### src/rtl/id_order_pkg.sv
`timescale 1ns/1ps
package id_order_pkg;
  typedef enum logic {
    DIR_RD = 1'b0,
    DIR_WR = 1'b1
  } dir_e;

  localparam int unsigned NUM_DIRS = 2;
endpackage

### src/rtl/ido_entry.sv
`timescale 1ns/1ps
module ido_entry #(
  parameter int unsigned DEST_W   = 2,
  parameter int unsigned MAX_TXNS = 4,
  parameter int unsigned CNT_W    = $clog2(MAX_TXNS + 1)
) (
  input  logic              clk,
  input  logic              rst_n,
  input  logic              inc_i,
  input  logic              dec_i,
  input  logic [DEST_W-1:0] dest_i,
  output logic [CNT_W-1:0]  cnt_o,
  output logic [DEST_W-1:0] dest_o
);
  localparam logic [CNT_W-1:0] MAX_C = CNT_W'(MAX_TXNS);

  logic [CNT_W-1:0]  cnt_q, cnt_d;
  logic [DEST_W-1:0] dest_q;
  logic              dest_en;

  always_comb begin
    cnt_d   = cnt_q;
    dest_en = inc_i;
    case ({inc_i, dec_i})
      2'b10:   cnt_d = cnt_q + CNT_W'(1);
      2'b01:   cnt_d = cnt_q - CNT_W'(1);
      default: cnt_d = cnt_q;
    endcase
  end

  always_ff @(posedge clk or negedge rst_n) begin
    if (!rst_n) begin
      cnt_q  <= '0;
      dest_q <= '0;
    end else begin
      cnt_q <= cnt_d;
      if (dest_en) dest_q <= dest_i;
    end
  end

  assign cnt_o  = cnt_q;
  assign dest_o = dest_q;

  // an open entry only ever takes more requests for its own destination
  a_r2_dest_hold: assert property (@(posedge clk) disable iff (!rst_n)
    (cnt_q != '0 && inc_i) |-> (dest_i == dest_q));
  // simultaneous take and completion keep the count
  a_r7_cnt_hold: assert property (@(posedge clk) disable iff (!rst_n)
    (inc_i && dec_i) |=> $stable(cnt_q));
  // a single entry never holds more than the cap
  a_r6_entry_bound: assert property (@(posedge clk) disable iff (!rst_n)
    cnt_q <= MAX_C);
endmodule

### src/rtl/ido_table.sv
`timescale 1ns/1ps
module ido_table #(
  parameter int unsigned IDX_W    = 2,
  parameter int unsigned DEST_W   = 2,
  parameter int unsigned MAX_TXNS = 4,
  parameter int unsigned CNT_W    = $clog2(MAX_TXNS + 1)
) (
  input  logic              clk,
  input  logic              rst_n,
  input  logic [IDX_W-1:0]  chk_idx_i,
  input  logic [DEST_W-1:0] chk_dest_i,
  input  logic              push_i,
  input  logic              pop_valid_i,
  input  logic [IDX_W-1:0]  pop_idx_i,
  output logic              allow_o,
  output logic              err_o
);
  localparam int unsigned      N_ENT = 1 << IDX_W;
  localparam logic [CNT_W-1:0] MAX_C = CNT_W'(MAX_TXNS);

  logic [CNT_W-1:0]  cnt_w  [N_ENT];
  logic [DEST_W-1:0] dest_w [N_ENT];
  logic [CNT_W-1:0]  total_q, total_d;
  logic              pop_ok;

  for (genvar i = 0; i < N_ENT; i++) begin : g_ent
    logic inc, dec;
    assign inc = push_i && (chk_idx_i == IDX_W'(i));
    assign dec = pop_ok && (pop_idx_i == IDX_W'(i));
    ido_entry #(
      .DEST_W   (DEST_W),
      .MAX_TXNS (MAX_TXNS),
      .CNT_W    (CNT_W)
    ) u_ent (
      .clk    (clk),
      .rst_n  (rst_n),
      .inc_i  (inc),
      .dec_i  (dec),
      .dest_i (chk_dest_i),
      .cnt_o  (cnt_w[i]),
      .dest_o (dest_w[i])
    );
  end

  always_comb begin
    err_o   = pop_valid_i && (cnt_w[pop_idx_i] == '0);
    pop_ok  = pop_valid_i && !err_o;
    allow_o = (total_q < MAX_C) &&
              ((cnt_w[chk_idx_i] == '0) || (dest_w[chk_idx_i] == chk_dest_i));
    total_d = total_q;
    case ({push_i, pop_ok})
      2'b10:   total_d = total_q + CNT_W'(1);
      2'b01:   total_d = total_q - CNT_W'(1);
      default: total_d = total_q;
    endcase
  end

  always_ff @(posedge clk or negedge rst_n) begin
    if (!rst_n) total_q <= '0;
    else        total_q <= total_d;
  end

  // total open transactions stay within the cap
  a_r6_total_cap: assert property (@(posedge clk) disable iff (!rst_n)
    total_q <= MAX_C);
  // a completion on an idle entry leaves the total alone
  a_r8_idle_pop: assert property (@(posedge clk) disable iff (!rst_n)
    (err_o && !push_i) |=> $stable(total_q));
endmodule

### src/rtl/id_order_tracker.sv
`timescale 1ns/1ps
module id_order_tracker #(
  parameter int unsigned ID_W     = 4,
  parameter int unsigned ID_USED  = 2,
  parameter int unsigned DEST_W   = 2,
  parameter int unsigned MAX_TXNS = 4
) (
  input  logic              clk,
  input  logic              rst_n,
  input  logic              req_valid,
  input  logic [ID_W-1:0]   req_id,
  input  logic [DEST_W-1:0] req_dest,
  input  logic              req_is_write,
  output logic              req_ready,
  input  logic              rd_done_valid,
  input  logic [ID_W-1:0]   rd_done_id,
  input  logic              wr_done_valid,
  input  logic [ID_W-1:0]   wr_done_id,
  output logic              bad_done
);
  import id_order_pkg::*;

  localparam int unsigned CNT_W = $clog2(MAX_TXNS + 1);

  logic [NUM_DIRS-1:0] allow, push, pop_v, err;
  logic [ID_USED-1:0]  pop_idx [NUM_DIRS];
  dir_e                req_dir;

  assign req_dir    = dir_e'(req_is_write);
  assign pop_v[0]   = rd_done_valid;
  assign pop_v[1]   = wr_done_valid;
  assign pop_idx[0] = rd_done_id[ID_USED-1:0];
  assign pop_idx[1] = wr_done_id[ID_USED-1:0];

  for (genvar d = 0; d < NUM_DIRS; d++) begin : g_dir
    assign push[d] = req_valid && (req_dir == dir_e'(d)) && allow[d];
    ido_table #(
      .IDX_W    (ID_USED),
      .DEST_W   (DEST_W),
      .MAX_TXNS (MAX_TXNS),
      .CNT_W    (CNT_W)
    ) u_tab (
      .clk         (clk),
      .rst_n       (rst_n),
      .chk_idx_i   (req_id[ID_USED-1:0]),
      .chk_dest_i  (req_dest),
      .push_i      (push[d]),
      .pop_valid_i (pop_v[d]),
      .pop_idx_i   (pop_idx[d]),
      .allow_o     (allow[d]),
      .err_o       (err[d])
    );
  end

  if (ID_W > ID_USED) begin : g_hi
    logic unused_hi;
    assign unused_hi = ^{req_id[ID_W-1:ID_USED], rd_done_id[ID_W-1:ID_USED],
                         wr_done_id[ID_W-1:ID_USED]};
  end

  assign req_ready = |push;
  assign bad_done  = |err;

  // a request lands in exactly one direction table
  a_r5_one_dir: assert property (@(posedge clk) disable iff (!rst_n)
    $onehot0(push));
  // no request is taken without req_valid
  a_r10_valid_gate: assert property (@(posedge clk) disable iff (!rst_n)
    req_ready |-> req_valid);
endmodule

### config.mk
export PLATFORM = sky130hd
export DESIGN_NAME = id_order_tracker
export DESIGN_NICKNAME = d
export VERILOG_FILES = /design/src/rtl/id_order_pkg.sv /design/src/rtl/ido_entry.sv /design/src/rtl/ido_table.sv /design/src/rtl/id_order_tracker.sv
export SDC_FILE = /design/constraint.sdc
export NUM_CORES = 1
export LEC_CHECK = 0
export BUFFER_PORTS_ARGS = -buffer_cell sky130_fd_sc_hd__buf_2
export CORE_MARGIN = 1
export CORE_UTILIZATION = 40
export DETAILED_ROUTE_END_ITERATION = 12
export MAX_ROUTING_LAYER = met4
export PLACE_DENSITY = 0.6
export SKIP_CTS_REPAIR_TIMING = 1
export SLEW_MARGIN = 10
export SYNTH_ARGS = -nofsm -noshare
export SYNTH_HDL_FRONTEND = slang
export SYNTH_SLANG_ARGS = --single-unit
export TNS_END_PERCENT = 20
### constraint.sdc
create_clock -name clk -period 3.2 [get_ports clk]
set_input_delay 0 -clock clk [delete_from_list [all_inputs] [get_ports clk]]
set_output_delay 0 -clock clk [all_outputs]
set_load 0.005 [all_outputs]
Word level (Yosys, flattened, before mapping) --
Cells that the tools add are included.
Word-level totals: bits of input ports 20, output and inout port bits 2, logic and storage cells 155, flip-flop bits (word level) 46
Cells by class: magnitude comparators 5, equality and inequality tests 31, muxes and demuxes 28, $add $sub $neg 20, reduce and logical (&&, ||, !) cells 49, bitwise gates (word level) 4
Operators with widths (number):
- case mux 3 bit (2 select lines) | 10
- == test 2 bit (second input constant) | 16
- adder 3 x 1 -> 3 bit (second input constant) | 10
- subtractor 3 x 1 -> 3 bit (second input constant) | 10
- == test 2 x 1 -> 1 bit (second input constant) | 13
- logical AND 1 bit | 26
- binary-select mux 3 bit (select 2 bit) | 4
- two-way mux 3 bit | 8
- nonzero test 2 bit | 10
- zero test 3 bit | 4
- greater-or-equal comparator 3 bit (second input constant) | 3
- inverter 2 -> 3 bit | 3
- binary-select mux 2 bit (select 2 bit) | 2
- two-way mux 2 bit | 4
- zero test 2 bit | 3
- less-than comparator 3 bit (second input constant) | 2
- == test 2 bit | 2
- OR reduction 2 bit | 2
- zero test 1 bit | 2
- logical OR 1 bit | 2
- inverter 1 bit | 1

Logic depth before layout (Yosys ltp) --
Gate-level depths: netlist of run 1.
word-level depth 11, depth in mapped cells 12, gate-level depth less buffers 10

By module --
Synthesis of run 1 repeated with hierarchy kept, for this count alone.
Unflattened totals: cell total of the unflattened synthesis 205, area, all modules 2631.3 um^2
Modules (own cells, without submodules):
- ido_entry | seq. area each 125.1 um^2, area an instance 225.2 um^2, cells each 15, instances 8
- ido_table at g_dir[1].u_tab | seq. area each 75.1 um^2, area an instance 396.6 um^2, cells each 39, instances 1
- ido_table at g_dir[0].u_tab | seq. area each 75.1 um^2, area an instance 395.4 um^2, cells each 40, instances 1
- id_order_tracker | seq. area each 0.0 um^2, area an instance 37.5 um^2, cells each 6, instances 1

Least setup slack after synthesis of run 1 --
Ideal clock, no wire load.
path kind register to register, from register g_dir[0].u_tab.g_ent[1].u_ent.dest_q[1], to register g_dir[0].u_tab.g_ent[1].u_ent.cnt_q[2], slack 566 ps, clock period less this slack 2634 ps, arrival time 2555 ps, setup time 79 ps, cell stages (with the launch flop) 12, buffers on the path 1, data required time 3121 ps, cell sequence dfrtp_1 -> mux4_1 -> xnor2_4 -> and2_4 -> buf_8 -> o21ai_1 -> ha_1 -> inv_1 -> fa_1 -> xor2_1 -> nor2_1 -> xor2_1
Between the ends: word-level cells in the longest chain between the ends 10, elaborated cells on any way between the ends 12, classes of those cells 3 x eq/ne; 4 x mux; 5 x reduce/logical
RTL lines:
- start, declared | line ido_entry.sv:18 | logic [DEST_W-1:0] dest_q;
- start signal, assigned | line ido_entry.sv:37 | if (dest_en) dest_q <= dest_i;
- binary-select mux 2 bit (select 2 bit) * | line ido_table.sv:49 | ((cnt_w[chk_idx_i] == '0) || (dest_w[chk_idx_i] == chk_dest_i));
- two-way mux 2 bit (not written as such) * (2 in series) | line ido_table.sv:49
- == test 2 bit * | line ido_table.sv:49
- logical OR 1 bit * | line ido_table.sv:49
- logical AND 1 bit * | line ido_table.sv:48 | allow_o = (total_q < MAX_C) &&
- logical AND 1 bit * | line id_order_tracker.sv:36 | assign push[d] = req_valid && (req_dir == dir_e'(d)) && allow[d];
- logical AND 1 bit * | line ido_table.sv:28 | assign inc = push_i && (chk_idx_i == IDX_W'(i));
- == test 2 x 1 -> 1 bit or == test 2 bit (tied branches) | line ido_entry.sv:24 | case ({inc_i, dec_i})
- case mux 3 bit (2 select lines) or nonzero test 2 bit (tied branches)
- end signal, assigned | line ido_entry.sv:36 | cnt_q <= cnt_d;
- end, declared | line ido_entry.sv:17 | logic [CNT_W-1:0] cnt_q, cnt_d;
Mark *: on every way between the ends. The rest lies on a longest branch, timed or not. The select of a mux whose other input is x is not followed. A chain may end at the register's enable or synchronous reset.

Final worst setup path of run 1 --
from register g_dir[0].u_tab.g_ent[1].u_ent.dest_q[1], to register g_dir[0].u_tab.g_ent[2].u_ent.cnt_q[2]
Between the ends: word-level cells in the longest chain between the ends 10, elaborated cells on any way between the ends 12, classes of those cells 3 x eq/ne; 4 x mux; 5 x reduce/logical
RTL lines (line):
- binary-select mux 2 bit (select 2 bit) * | ido_table.sv:49
- two-way mux 2 bit (not written as such) * (2 in series) | ido_table.sv:49
- == test 2 bit * | ido_table.sv:49
- logical OR 1 bit * | ido_table.sv:49
- logical AND 1 bit * | ido_table.sv:48
- logical AND 1 bit * | id_order_tracker.sv:36
- logical AND 1 bit * | ido_table.sv:28
- == test 2 x 1 -> 1 bit or == test 2 bit (tied branches) | ido_entry.sv:24
- case mux 3 bit (2 select lines) or nonzero test 2 bit (tied branches)
- end signal, assigned | ido_entry.sv:36
- end, declared | ido_entry.sv:17
Marks and branches as above.

==> results of run 1 <==
## cells in the final DEF (no fill, tap or decap), drive strengths merged, types with 2 or more instances in the layout
| master | synthesis | routed |
|---|---|---|
| nor4b | 2 | 2 |
| nand4 | 16 | 16 |
| nor3b | 2 | 2 |
| nand2 | 14 | 14 |
| xnor2 | 14 | 14 |
| nor2b | 2 | 2 |
| mux2i | 9 | 9 |
| ha | 10 | 10 |
| buf | 6 | 25 |
| nor3 | 12 | 12 |
| mux2 | 10 | 10 |
| o21a | 6 | 6 |
| xor2 | 20 | 20 |
| mux4 | 8 | 8 |
| clkbuf | 3 | 7 |
| or2 | 2 | 2 |
| inv | 46 | 46 |
| nor4bb | 2 | 2 |
| o21ai | 9 | 9 |
| a21oi | 2 | 2 |
| and2 | 2 | 2 |
| fa | 10 | 10 |
| o311ai | 16 | 16 |
| a31oi | 6 | 6 |
| dfrtp | 46 | 46 |
| nor2 | 16 | 16 |
## sequential cells by signal (all words and copies together), names as in the netlist
register / cells
g_dir.u_tab.g_ent.u_ent.cnt_o: 24
g_dir.u_tab.g_ent.u_ent.dest_o: 16
g_dir.u_tab.total_q: 6
## final timing paths
| check | start | end | slack, ps | cells past startpoint |
|---|---|---|---|---|
| max | g_dir[0].u_tab.g_ent[1].u_ent.dest_o[1]$_DFFE_PN0P_ | g_dir[0].u_tab.g_ent[2].u_ent.cnt_o[2]$_DFFE_PN0P_ | 420 | 10 |
| max in group asynchronous | rst_n | g_dir[0].u_tab.g_ent[3].u_ent.dest_o[1]$_DFFE_PN0P_ | 2280 | 3 |
| min in group clk | req_dest[0] | g_dir[1].u_tab.g_ent[3].u_ent.dest_o[0]$_DFFE_PN0P_ | 210 | 3 |
| max reg2reg | g_dir[0].u_tab.g_ent[1].u_ent.dest_o[1]$_DFFE_PN0P_ | g_dir[0].u_tab.g_ent[2].u_ent.cnt_o[2]$_DFFE_PN0P_ | 420 | 10 |
| min | rst_n | g_dir[0].u_tab.g_ent[0].u_ent.cnt_o[0]$_DFFE_PN0P_ | 170 | 2 |
| min reg2reg | g_dir[1].u_tab.total_q[2]$_DFFE_PN0P_ | g_dir[1].u_tab.total_q[2]$_DFFE_PN0P_ | 460 | 1 |
## metrics by stage
| step | hold slack [ps] | utilization | cells | area, um2 |
|---|---|---|---|---|
| after CTS | -355 | 0.453 | 423 | 3520 |
| after detailed placement | -22.4 | 0.442 | 415 | 3430 |
| after floorplan | -296 | - | 297 | 3220 |
| final | 171 | 0.455 | 424 | 3530 |
| after global placement | -27.8 | 0.442 | 415 | 3430 |
| after global routing | 198 | 0.455 | 424 | 3530 |
## cell type report
| cell class | count | area [um2] |
|---|---|---|
| multi-input combinational | 196 | 1830 |
| timing repair buffer | 26 | 160 |
| clock inverter | 1 | 5.00 |
| clock buffer | 7 | 86.3 |
| inverter | 46 | 173 |
| tap | 102 | 128 |
| sequential | 46 | 1150 |
| fill | 751 | 4240 |
## kinds of logic after synthesis
family                   after synthesis  share of synthesized area
AO/OA/AOI/OAI                         41                      0.105
buffers and inverters                 55                     0.0735
multiplexers                          27                      0.123
flip-flops                            46                      0.358
adder cells (fa/ha/maj)               20                      0.101
XOR/XNOR                              34                      0.116
AND/OR/NAND/NOR                       74                      0.124
## cells in the mapped netlist (all sizes together), types with 2 or more instances
cell type,n,share of area
nand2,14,0.016
nor4bb,2,0.0062
o21ai,9,0.014
xnor2,14,0.061
buf,6,0.016
mux4,8,0.060
nand4,16,0.031
a31oi,6,0.012
nor3b,2,0.0047
xor2,20,0.054
o21a,6,0.014
clkbuf,3,0.0035
and2,2,0.0054
nor2,16,0.019
nor4b,2,0.0054
a21oi,2,0.0031
mux2i,9,0.028
nor2b,2,0.0039
mux2,10,0.035
or2,2,0.0039
nor3,12,0.019
o311ai,16,0.058
fa,10,0.062
dfrtp,46,0.36
inv,46,0.054
ha,10,0.039
## power by group through the flow
stage                     clock, mW  sequential, mW  combinational [mW]
after floorplan                   0           0.913               0.766
after global placement            0           0.945               0.967
after detailed placement          0           0.944                1.02
after CTS                     0.394           0.937                1.03
after global routing          0.412           0.967                1.16
final                         0.383           0.936                1.01
## per-layer routing
| metal | GRT usage | part of all wire |
|---|---|---|
| met2 | 0.254 | 0.45 |
| met3 | 0.0182 | 0.021 |
| met5 | - | 0 |
| met1 | 0.223 | 0.51 |
| met4 | 0.0767 | 0.017 |
## worst max-delay path, cell delays in order, from the launching register on
cell	delay [ps]
dfrtp_1	420
mux4_1	610
xnor2_4	220
and2_4	260
o21ai_1	160
ha_1	200
inv_1	60
fa_1	370
xor2_1	150
nor2_1	110
xor2_1	160
==> impl_metrics.json, run 1 <==
{
  "async_flop_share": 1.00,
  "cp-start-kind": "flop",
  "critPathKind": "flop to flop",
  "yosysWarnings": 0,
  "timing.slew.headroom": 0.608,
  "ant_nets": 0,
  "final_nets": 361,
  "core_area_mm2": 0.00777,
  "hp-class": "primary input to asynchronous set/reset pin",
  "clk_latency_ps": 310,
  "syn_avg_cell_area_um2": 10.8,
  "clkTransAtPathRegs_ps": 90,
  "cts_root_buf": "clkbuf_8",
  "dp_slack_ps": 428,
  "setup_violations": 0,
  "switchingPower_mw": 0.888,
  "ys_ff_latch": 46,
  "area_growth_pct": 9.81,
  "grt_remaining_overflow": 0,
  "syn_nets": 337,
  "clk_path_buf_depth": 2,
  "p_clk_frac": 0.165,
  "powerDensity_mw_per_mm2": 658,
  "fin_crit_ps": 2780,
  "p_int_mw": 1.44,
  "setup_slack_ps": 417,
  "layout-drive-gt1-share": 0.186,
  "tightest_slew_ps": 584,
  "viasPerCell": 5.33,
  "insertedDiodeCount": 0,
  "wl_per_cell_um": 14.7,
  "required_ps": 3430,
  "power_frac_seq": 0.403,
  "place_congestion": 0.751,
  "fin_worst_skew_ps": 11.1,
  "drv_cap": 0,
  "h-tree-depth": 2,
  "grt_max_degree": 29,
  "dieHeight_um": 91.7,
  "fin_crit_sh": 0.870,
  "numCtsBuffers": 5,
  "antenna_found_initial": 0,
  "netSwitchingFraction": 0.382,
  "port_buffers": 15,
  "cts.sinks": 46,
  "route.vias.total": 2261,
  "dr.first_iter.drc_count": 121,
  "ys_seq_area_frac": 0.358,
  "fmax_ghz": 0.359,
  "drv_slew": 0,
  "drcViolationCount": 0,
  "wirelength_mm": 6.24,
  "start_util": 0.414,
  "synth-edff-count": 0,
  "netlist-cell-type-count": 39,
  "synthCells": 297,
  "rsz0062_at_grt": "false",
  "comb_power_share": 0.433,
  "ios": 22,
  "grt_first_pass_wirelength_mm": 10.8,
  "end_kind": "flop",
  "cts_tree": "built",
  "cp_max_fo": 12,
  "track_usage": 0.166,
  "die_area_mm2": 0.00840,
  "die_w_um": 91.7,
  "first_pass_iters": 4,
  "cp.arrival_ps": 3020,
  "tns_ps": 0,
  "status": "completed",
  "hpwl_mm": 4.55,
  "grt_pass1_vias": 2306,
  "power_mw": 2.32,
  "final_hold_viol_count": 0,
  "max-vdd-ir-drop_mv": 0.186,
  "fp-row-count": 32,
  "p_leak_nw": 1.57,
  "synth_ff_type": "dfrtp_1",
  "synth.cell_area_mm2": 0.00322
}
No activity file was read; power rests on OpenSTA's default activity.
==> inputs of run 2 (changes only) <==
- REMOVE_ABC_BUFFERS: not set -> 1
==> run 2 against run 1 <==
- critical path depth unchanged
- total power up 2.0%
- via count down 2.5%
- core utilization up 0.14 points
- die area unchanged
- worst hold slack better by 47 ps
- largest cell class unchanged
- highest routed layer unchanged
==> impl_metrics.json, run 2 (synthesis results as in run 1) <==
{
  "reg2reg_depth": 10,
  "cts.sinks": 46,
  "route.vias.total": 2205,
  "rsz0062_at_grt": "false",
  "tns_ps": 0,
  "final_hold_viol_count": 0,
  "cp-startpoint": "g_dir[0].u_tab.g_ent[1].u_ent.dest_o[1]$_DFFE_PN0P_",
  "cts_tree": "built",
  "drv_slew": 0,
  "critPathSlowestCell": "mux4_1",
  "path_cells": "mux4_1 -> xnor2_4 -> and2_4 -> o21ai_1 -> ha_1 -> inv_1 -> fa_1 -> xor2_1 -> nor2_1 -> xor2_1",
  "crit_cells": 10,
  "cpLargestDelayFamily": "multiplexers",
  "p_leak_nw": 1.57,
  "finalInstanceArea_mm2": 0.00354,
  "h-tree-depth": 2,
  "grt_max_degree": 47,
  "cp-start-kind": "flop",
  "reg2reg_slack_ps": 400,
  "fin_util": 0.456,
  "tightest_slew_ps": 1060,
  "core_area_mm2": 0.00777,
  "dieHeight_um": 91.7,
  "drv_cap": 0,
  "dr.first_iter.drc_count": 96,
  "insertedDiodeCount": 0,
  "worst-path-buf-inv": 1,
  "numCtsBuffers": 5,
  "grt_first_pass_wirelength_mm": 11.0,
  "required_ps": 3420,
  "crit_path_frequent_cell": "xor2_1",
  "max-vdd-ir-drop_mv": 0.306,
  "ant_nets": 0,
  "start_util": 0.414,
  "critPathKind": "flop to flop",
  "final_nets": 360,
  "whs_endpoint": "g_dir[0].u_tab.g_ent[2].u_ent.dest_o[1]$_DFFE_PN0P_",
  "hp-class": "primary input to flop",
  "place_congestion": 0.808,
  "drcViolationCount": 0,
  "r2r_end": "g_dir[0].u_tab.g_ent[1].u_ent.cnt_o[2]$_DFFE_PN0P_",
  "grt_remaining_overflow": 0,
  "setup_violations": 0,
  "die_area_mm2": 0.00840,
  "fin_worst_skew_ps": 6.67,
  "viasPerCell": 5.21,
  "post_dp_cell_area_mm2": 0.00342,
  "cpPeakStageDelay_ps": 600,
  "wl_per_cell_um": 14.6,
  "dp_slack_ps": 418,
  "end_kind": "flop",
  "clk_latency_ps": 300,
  "largest_register_ffs": 24,
  "layout-drive-gt1-share": 0.184,
  "clk_path_buf_depth": 2,
  "die_w_um": 91.7,
  "hpwl_mm": 4.55,
  "fin_crit_sh": 0.876,
  "fmax_ghz": 0.357,
  "fp-row-count": 32,
  "cts_root_buf": "clkbuf_8",
  "setup_slack_ps": 397,
  "hold_path_depth": 3,
  "layout_common_cells": "46 x inv_1, 46 x dfrtp_1, 20 x xor2_1",
  "area_growth_pct": 10.2,
  "powerDensity_mw_per_mm2": 669,
  "cp_max_fo": 12,
  "clkTransAtPathRegs_ps": 90,
  "timing.slew.headroom": 0.292,
  "wirelength_mm": 6.16,
  "fin_crit_ps": 2800,
  "rr_startpoint": "g_dir[0].u_tab.g_ent[1].u_ent.dest_o[1]$_DFFE_PN0P_",
  "track_usage": 0.169,
  "antenna_found_initial": 0,
  "cp.arrival_ps": 3030,
  "port_buffers": 15,
  "min_from": "req_dest[1]",
  "first_pass_iters": 4,
  "ios": 22,
  "grt_pass1_vias": 2304,
  "status": "completed"
}
==> run 2: cell types whose count changed in the layout (fill, tap and decap cells not counted), sizes merged <==
| cell | previous run | this run |
|---|---|---|
| clkbuf | 7 | 6 |
| buf | 25 | 24 |
| clkinvlp | 0 | 1 |
| bufinv | 0 | 1 |
| clkinv | 1 | 0 |
==> run 2: power breakdown <==
part | total (mW) | switching (mW) | internal, mW | leakage, nW
Combinational | 0.995 | 0.533 | 0.463 | 1.03
Sequential | 0.934 | 0.142 | 0.792 | 0.492
Clock | 0.442 | 0.208 | 0.233 | 0.0514
Total | 2.37 | 0.883 | 1.49 | 1.57
==> run 2: layer usage <==
metal	wire [um]	global-route usage
met3	148	0.0357
met2	2960	0.269
met5	0	-
met1	2980	0.221
met4	82	0.0463
==> run 2: through the flow <==
| step | instances | hold WS (ps) | power [mW] |
|---|---|---|---|
| after floorplan | 288 | -296 | 1.66 |
| after global placement | 414 | 270 | 1.91 |
| after detailed placement | 414 | 264 | 1.95 |
| after CTS | 422 | -74.5 | 2.40 |
| after global routing | 423 | 232 | 2.60 |
| final | 423 | 218 | 2.37 |
==> run 2: layout make-up <==
class	instances	area [um2]
inverters	46	173
well taps	102	128
flip-flops and latches	46	1150
repair buffers	25	153
clock inverters	2	37.5
clock buffers	6	72.6
multi-input cells	196	1830
fillers	746	4230
==> run 2: how the worst max path moves through the flow <==
| stage | endpoint | slack (ps) |
|---|---|---|
| floorplan | g_dir[0].u_tab.g_ent[1].u_ent.cnt_o[2]$_DFFE_PN0P_ | 660 |
| global placement | g_dir[0].u_tab.g_ent[1].u_ent.cnt_o[2]$_DFFE_PN0P_ | 480 |
| detailed placement | g_dir[0].u_tab.g_ent[1].u_ent.cnt_o[2]$_DFFE_PN0P_ | 420 |
| CTS | g_dir[0].u_tab.g_ent[1].u_ent.cnt_o[2]$_DFFE_PN0P_ | 380 |
| global route | g_dir[0].u_tab.g_ent[0].u_ent.cnt_o[2]$_DFFE_PN0P_ | 240 |
| finish | g_dir[0].u_tab.g_ent[1].u_ent.cnt_o[2]$_DFFE_PN0P_ | 400 |
==> run 2: worst reg2reg max path: cells and delay by family, from the launching register on <==
kind / cells / cell delay, ps
AO/OA/AOI/OAI: 1 / 150
XOR/XNOR: 3 / 540
adder cells (fa/ha/maj): 2 / 590
buffers and inverters: 1 / 60
flip-flops: 1 / 400
multiplexers: 1 / 600
AND/OR/NAND/NOR: 2 / 370
==> inputs of run 3 (changes only) <==
- CORE_MARGIN: 1 -> not set
- PLACE_DENSITY: 0.6 -> 0.62
- clock period: 3.2 -> 2.55 ns (I/O delays scaled with it)
==> run 3 against run 2 <==
- the run now ends with setup timing left
- die area unchanged
- core utilization up 4.2 points
- global-route usage up 1.2 points
- setup slack worse by 450 ps
- worst hold slack worse by 71 ps
- routed wire length up 10%
- register-to-register slack worse by 450 ps
- total power up 29%
==> impl_metrics.json, run 3 (synthesis results as in run 1) <==
{
  "grt_remaining_overflow": 0,
  "critPathKind": "flop to flop",
  "fillers": 741,
  "final_hold_viol_count": 0,
  "p_leak_nw": 1.75,
  "clkTransAtPathRegs_ps": 90,
  "r2r_end": "g_dir[1].u_tab.g_ent[1].u_ent.cnt_o[2]$_DFFE_PN0P_",
  "fin_crit_sh": 1.02,
  "drv_slew": 0,
  "violations": "setup timing",
  "timing.slew.headroom": 0.277,
  "fin_worst_skew_ps": 6.27,
  "status": "finished with violations",
  "cp_max_fo": 8,
  "end_kind": "flop",
  "grt_first_pass_wirelength_mm": 11.7,
  "drcViolationCount": 0,
  "rr_startpoint": "g_dir[1].u_tab.g_ent[2].u_ent.dest_o[0]$_DFFE_PN0P_",
  "grt_pass1_vias": 2447,
  "clk_path_buf_depth": 2,
  "hpwl_mm": 5.02,
  "dp_cells": 444,
  "dieHeight_um": 91.7,
  "clk_latency_ps": 310,
  "setup_violations": 5,
  "min_from": "req_dest[0]",
  "reg2reg_slack_ps": -50,
  "insertedDiodeCount": 0,
  "switchingPower_mw": 1.16,
  "layout_common_cells": "46 x dfrtp_1, 46 x buf_4, 44 x inv_1",
  "grt_max_degree": 47,
  "p_int_mw": 1.90,
  "cts_tree": "built",
  "die_area_mm2": 0.00840,
  "p_clk_frac": 0.159,
  "die_w_um": 91.7,
  "dp_slack_ps": -78.6,
  "ios": 22,
  "antenna_found_initial": 0,
  "netSwitchingFraction": 0.380,
  "numCtsBuffers": 5,
  "port_buffers": 15,
  "start_util": 0.414,
  "powerDensity_mw_per_mm2": 793,
  "track_usage": 0.181,
  "place_congestion": 0.808,
  "layout-drive-gt1-share": 0.338,
  "hold_path_depth": 3,
  "tns_ps": -104,
  "cp.arrival_ps": 2840,
  "fin_crit_ps": 2600,
  "dr.first_iter.drc_count": 154,
  "ant_nets": 0,
  "setup_slack_ps": -53.6,
  "drv_cap": 0,
  "fmax_ghz": 0.384,
  "final_nets": 397,
  "route.vias.total": 2431,
  "reg2reg_depth": 10,
  "viasPerCell": 5.28,
  "max-vdd-ir-drop_mv": 0.270,
  "hp-class": "primary input to flop",
  "area_growth_pct": 20.2,
  "required_ps": 2780,
  "cts.sinks": 46,
  "holdWs_ps": 147,
  "wl_per_cell_um": 14.8,
  "tightest_slew_ps": 1080,
  "power_frac_seq": 0.384,
  "layoutNonFillerInstCount": 460,
  "comb_power_share": 0.457,
  "fp-row-count": 32,
  "core_area_mm2": 0.00777,
  "wirelength_mm": 6.80,
  "cts_root_buf": "clkbuf_8",
  "largest_register_ffs": 24,
  "cp-start-kind": "flop",
  "rsz0062_at_grt": "true",
  "first_pass_iters": 4,
  "h-tree-depth": 2,
  "whs_endpoint": "g_dir[0].u_tab.g_ent[3].u_ent.dest_o[0]$_DFFE_PN0P_"
}
[run 3: cell count changes in the layout (fill, tap and decap cells not counted), sizes merged]
cell	change
clkinvlp	-1
bufinv	-1
buf	+37
clkinv	+1
clkbuf	+1
[run 3: through the flow]
stage / total power [mW] / instance area (um2) / utilization
finish: 3.07 / 3860 / 0.498
global placement: 2.48 / 3650 / 0.470
floorplan: 2.08 / 3150 / -
detailed placement: 2.54 / 3650 / 0.470
global route: 3.34 / 3860 / 0.498
CTS: 3.03 / 3740 / 0.481
[run 3: worst max path at each step]
stage	slack, ps	startpoint	end
global placement	-20	g_dir[1].u_tab.g_ent[3].u_ent.dest_o[1]$_DFFE_PN0P_	g_dir[1].u_tab.g_ent[3].u_ent.cnt_o[2]$_DFFE_PN0P_
floorplan	9	g_dir[0].u_tab.g_ent[1].u_ent.dest_o[1]$_DFFE_PN0P_	g_dir[0].u_tab.g_ent[1].u_ent.cnt_o[2]$_DFFE_PN0P_
CTS	-90	g_dir[0].u_tab.g_ent[1].u_ent.dest_o[1]$_DFFE_PN0P_	g_dir[0].u_tab.g_ent[3].u_ent.cnt_o[2]$_DFFE_PN0P_
global route	-150	g_dir[1].u_tab.g_ent[2].u_ent.dest_o[0]$_DFFE_PN0P_	g_dir[1].u_tab.g_ent[3].u_ent.cnt_o[2]$_DFFE_PN0P_
detailed placement	-80	g_dir[0].u_tab.g_ent[1].u_ent.dest_o[1]$_DFFE_PN0P_	g_dir[0].u_tab.g_ent[3].u_ent.cnt_o[2]$_DFFE_PN0P_
finish	-50	g_dir[1].u_tab.g_ent[2].u_ent.dest_o[0]$_DFFE_PN0P_	g_dir[1].u_tab.g_ent[1].u_ent.cnt_o[2]$_DFFE_PN0P_
[run 3: worst max-delay path, cell delays in order, from the launching register on]
cell and delay, ps:
dfrtp_1 400, mux4_2 540, xnor2_4 180, and2_4 210, o21ai_1 150, ha_2 210, inv_1 50, fa_1 370
xor2_1 150, nor2_1 120, xor2_1 160
[run 3: power by group through the flow]
stage | combinational [mW] | sequential, mW | clock, mW
after floorplan | 0.935 | 1.15 | 0
after global placement | 1.30 | 1.18 | 0
after detailed placement | 1.35 | 1.18 | 0
after CTS | 1.36 | 1.17 | 0.504
after global routing | 1.60 | 1.22 | 0.530
final | 1.40 | 1.18 | 0.488
[run 3: area by class of cell]
type / count / area (um2) / area share
tap: 102 / 128 / 0.0330
inverter: 46 / 173 / 0.0447
clock buffer: 7 / 86.3 / 0.0223
sequential: 46 / 1150 / 0.298
timing repair buffer: 62 / 430 / 0.111
clock inverter: 1 / 5.00 / 0.00129
multi-input combinational: 196 / 1890 / 0.489
[run 3: routing by layer]
| metal | global-route usage | part of all wire | wire length, um | vias to the layer above |
|---|---|---|---|---|
| met2 | 0.285 | 0.49 | 3320 | 55 |
| met1 | 0.234 | 0.46 | 3120 | 1213 |
| met3 | 0.0299 | 0.040 | 269 | 7 |
| met4 | 0.0714 | 0.013 | 90 | 0 |
| li1 | - | - | - | 1156 |
| met5 | - | 0 | 0 | - |
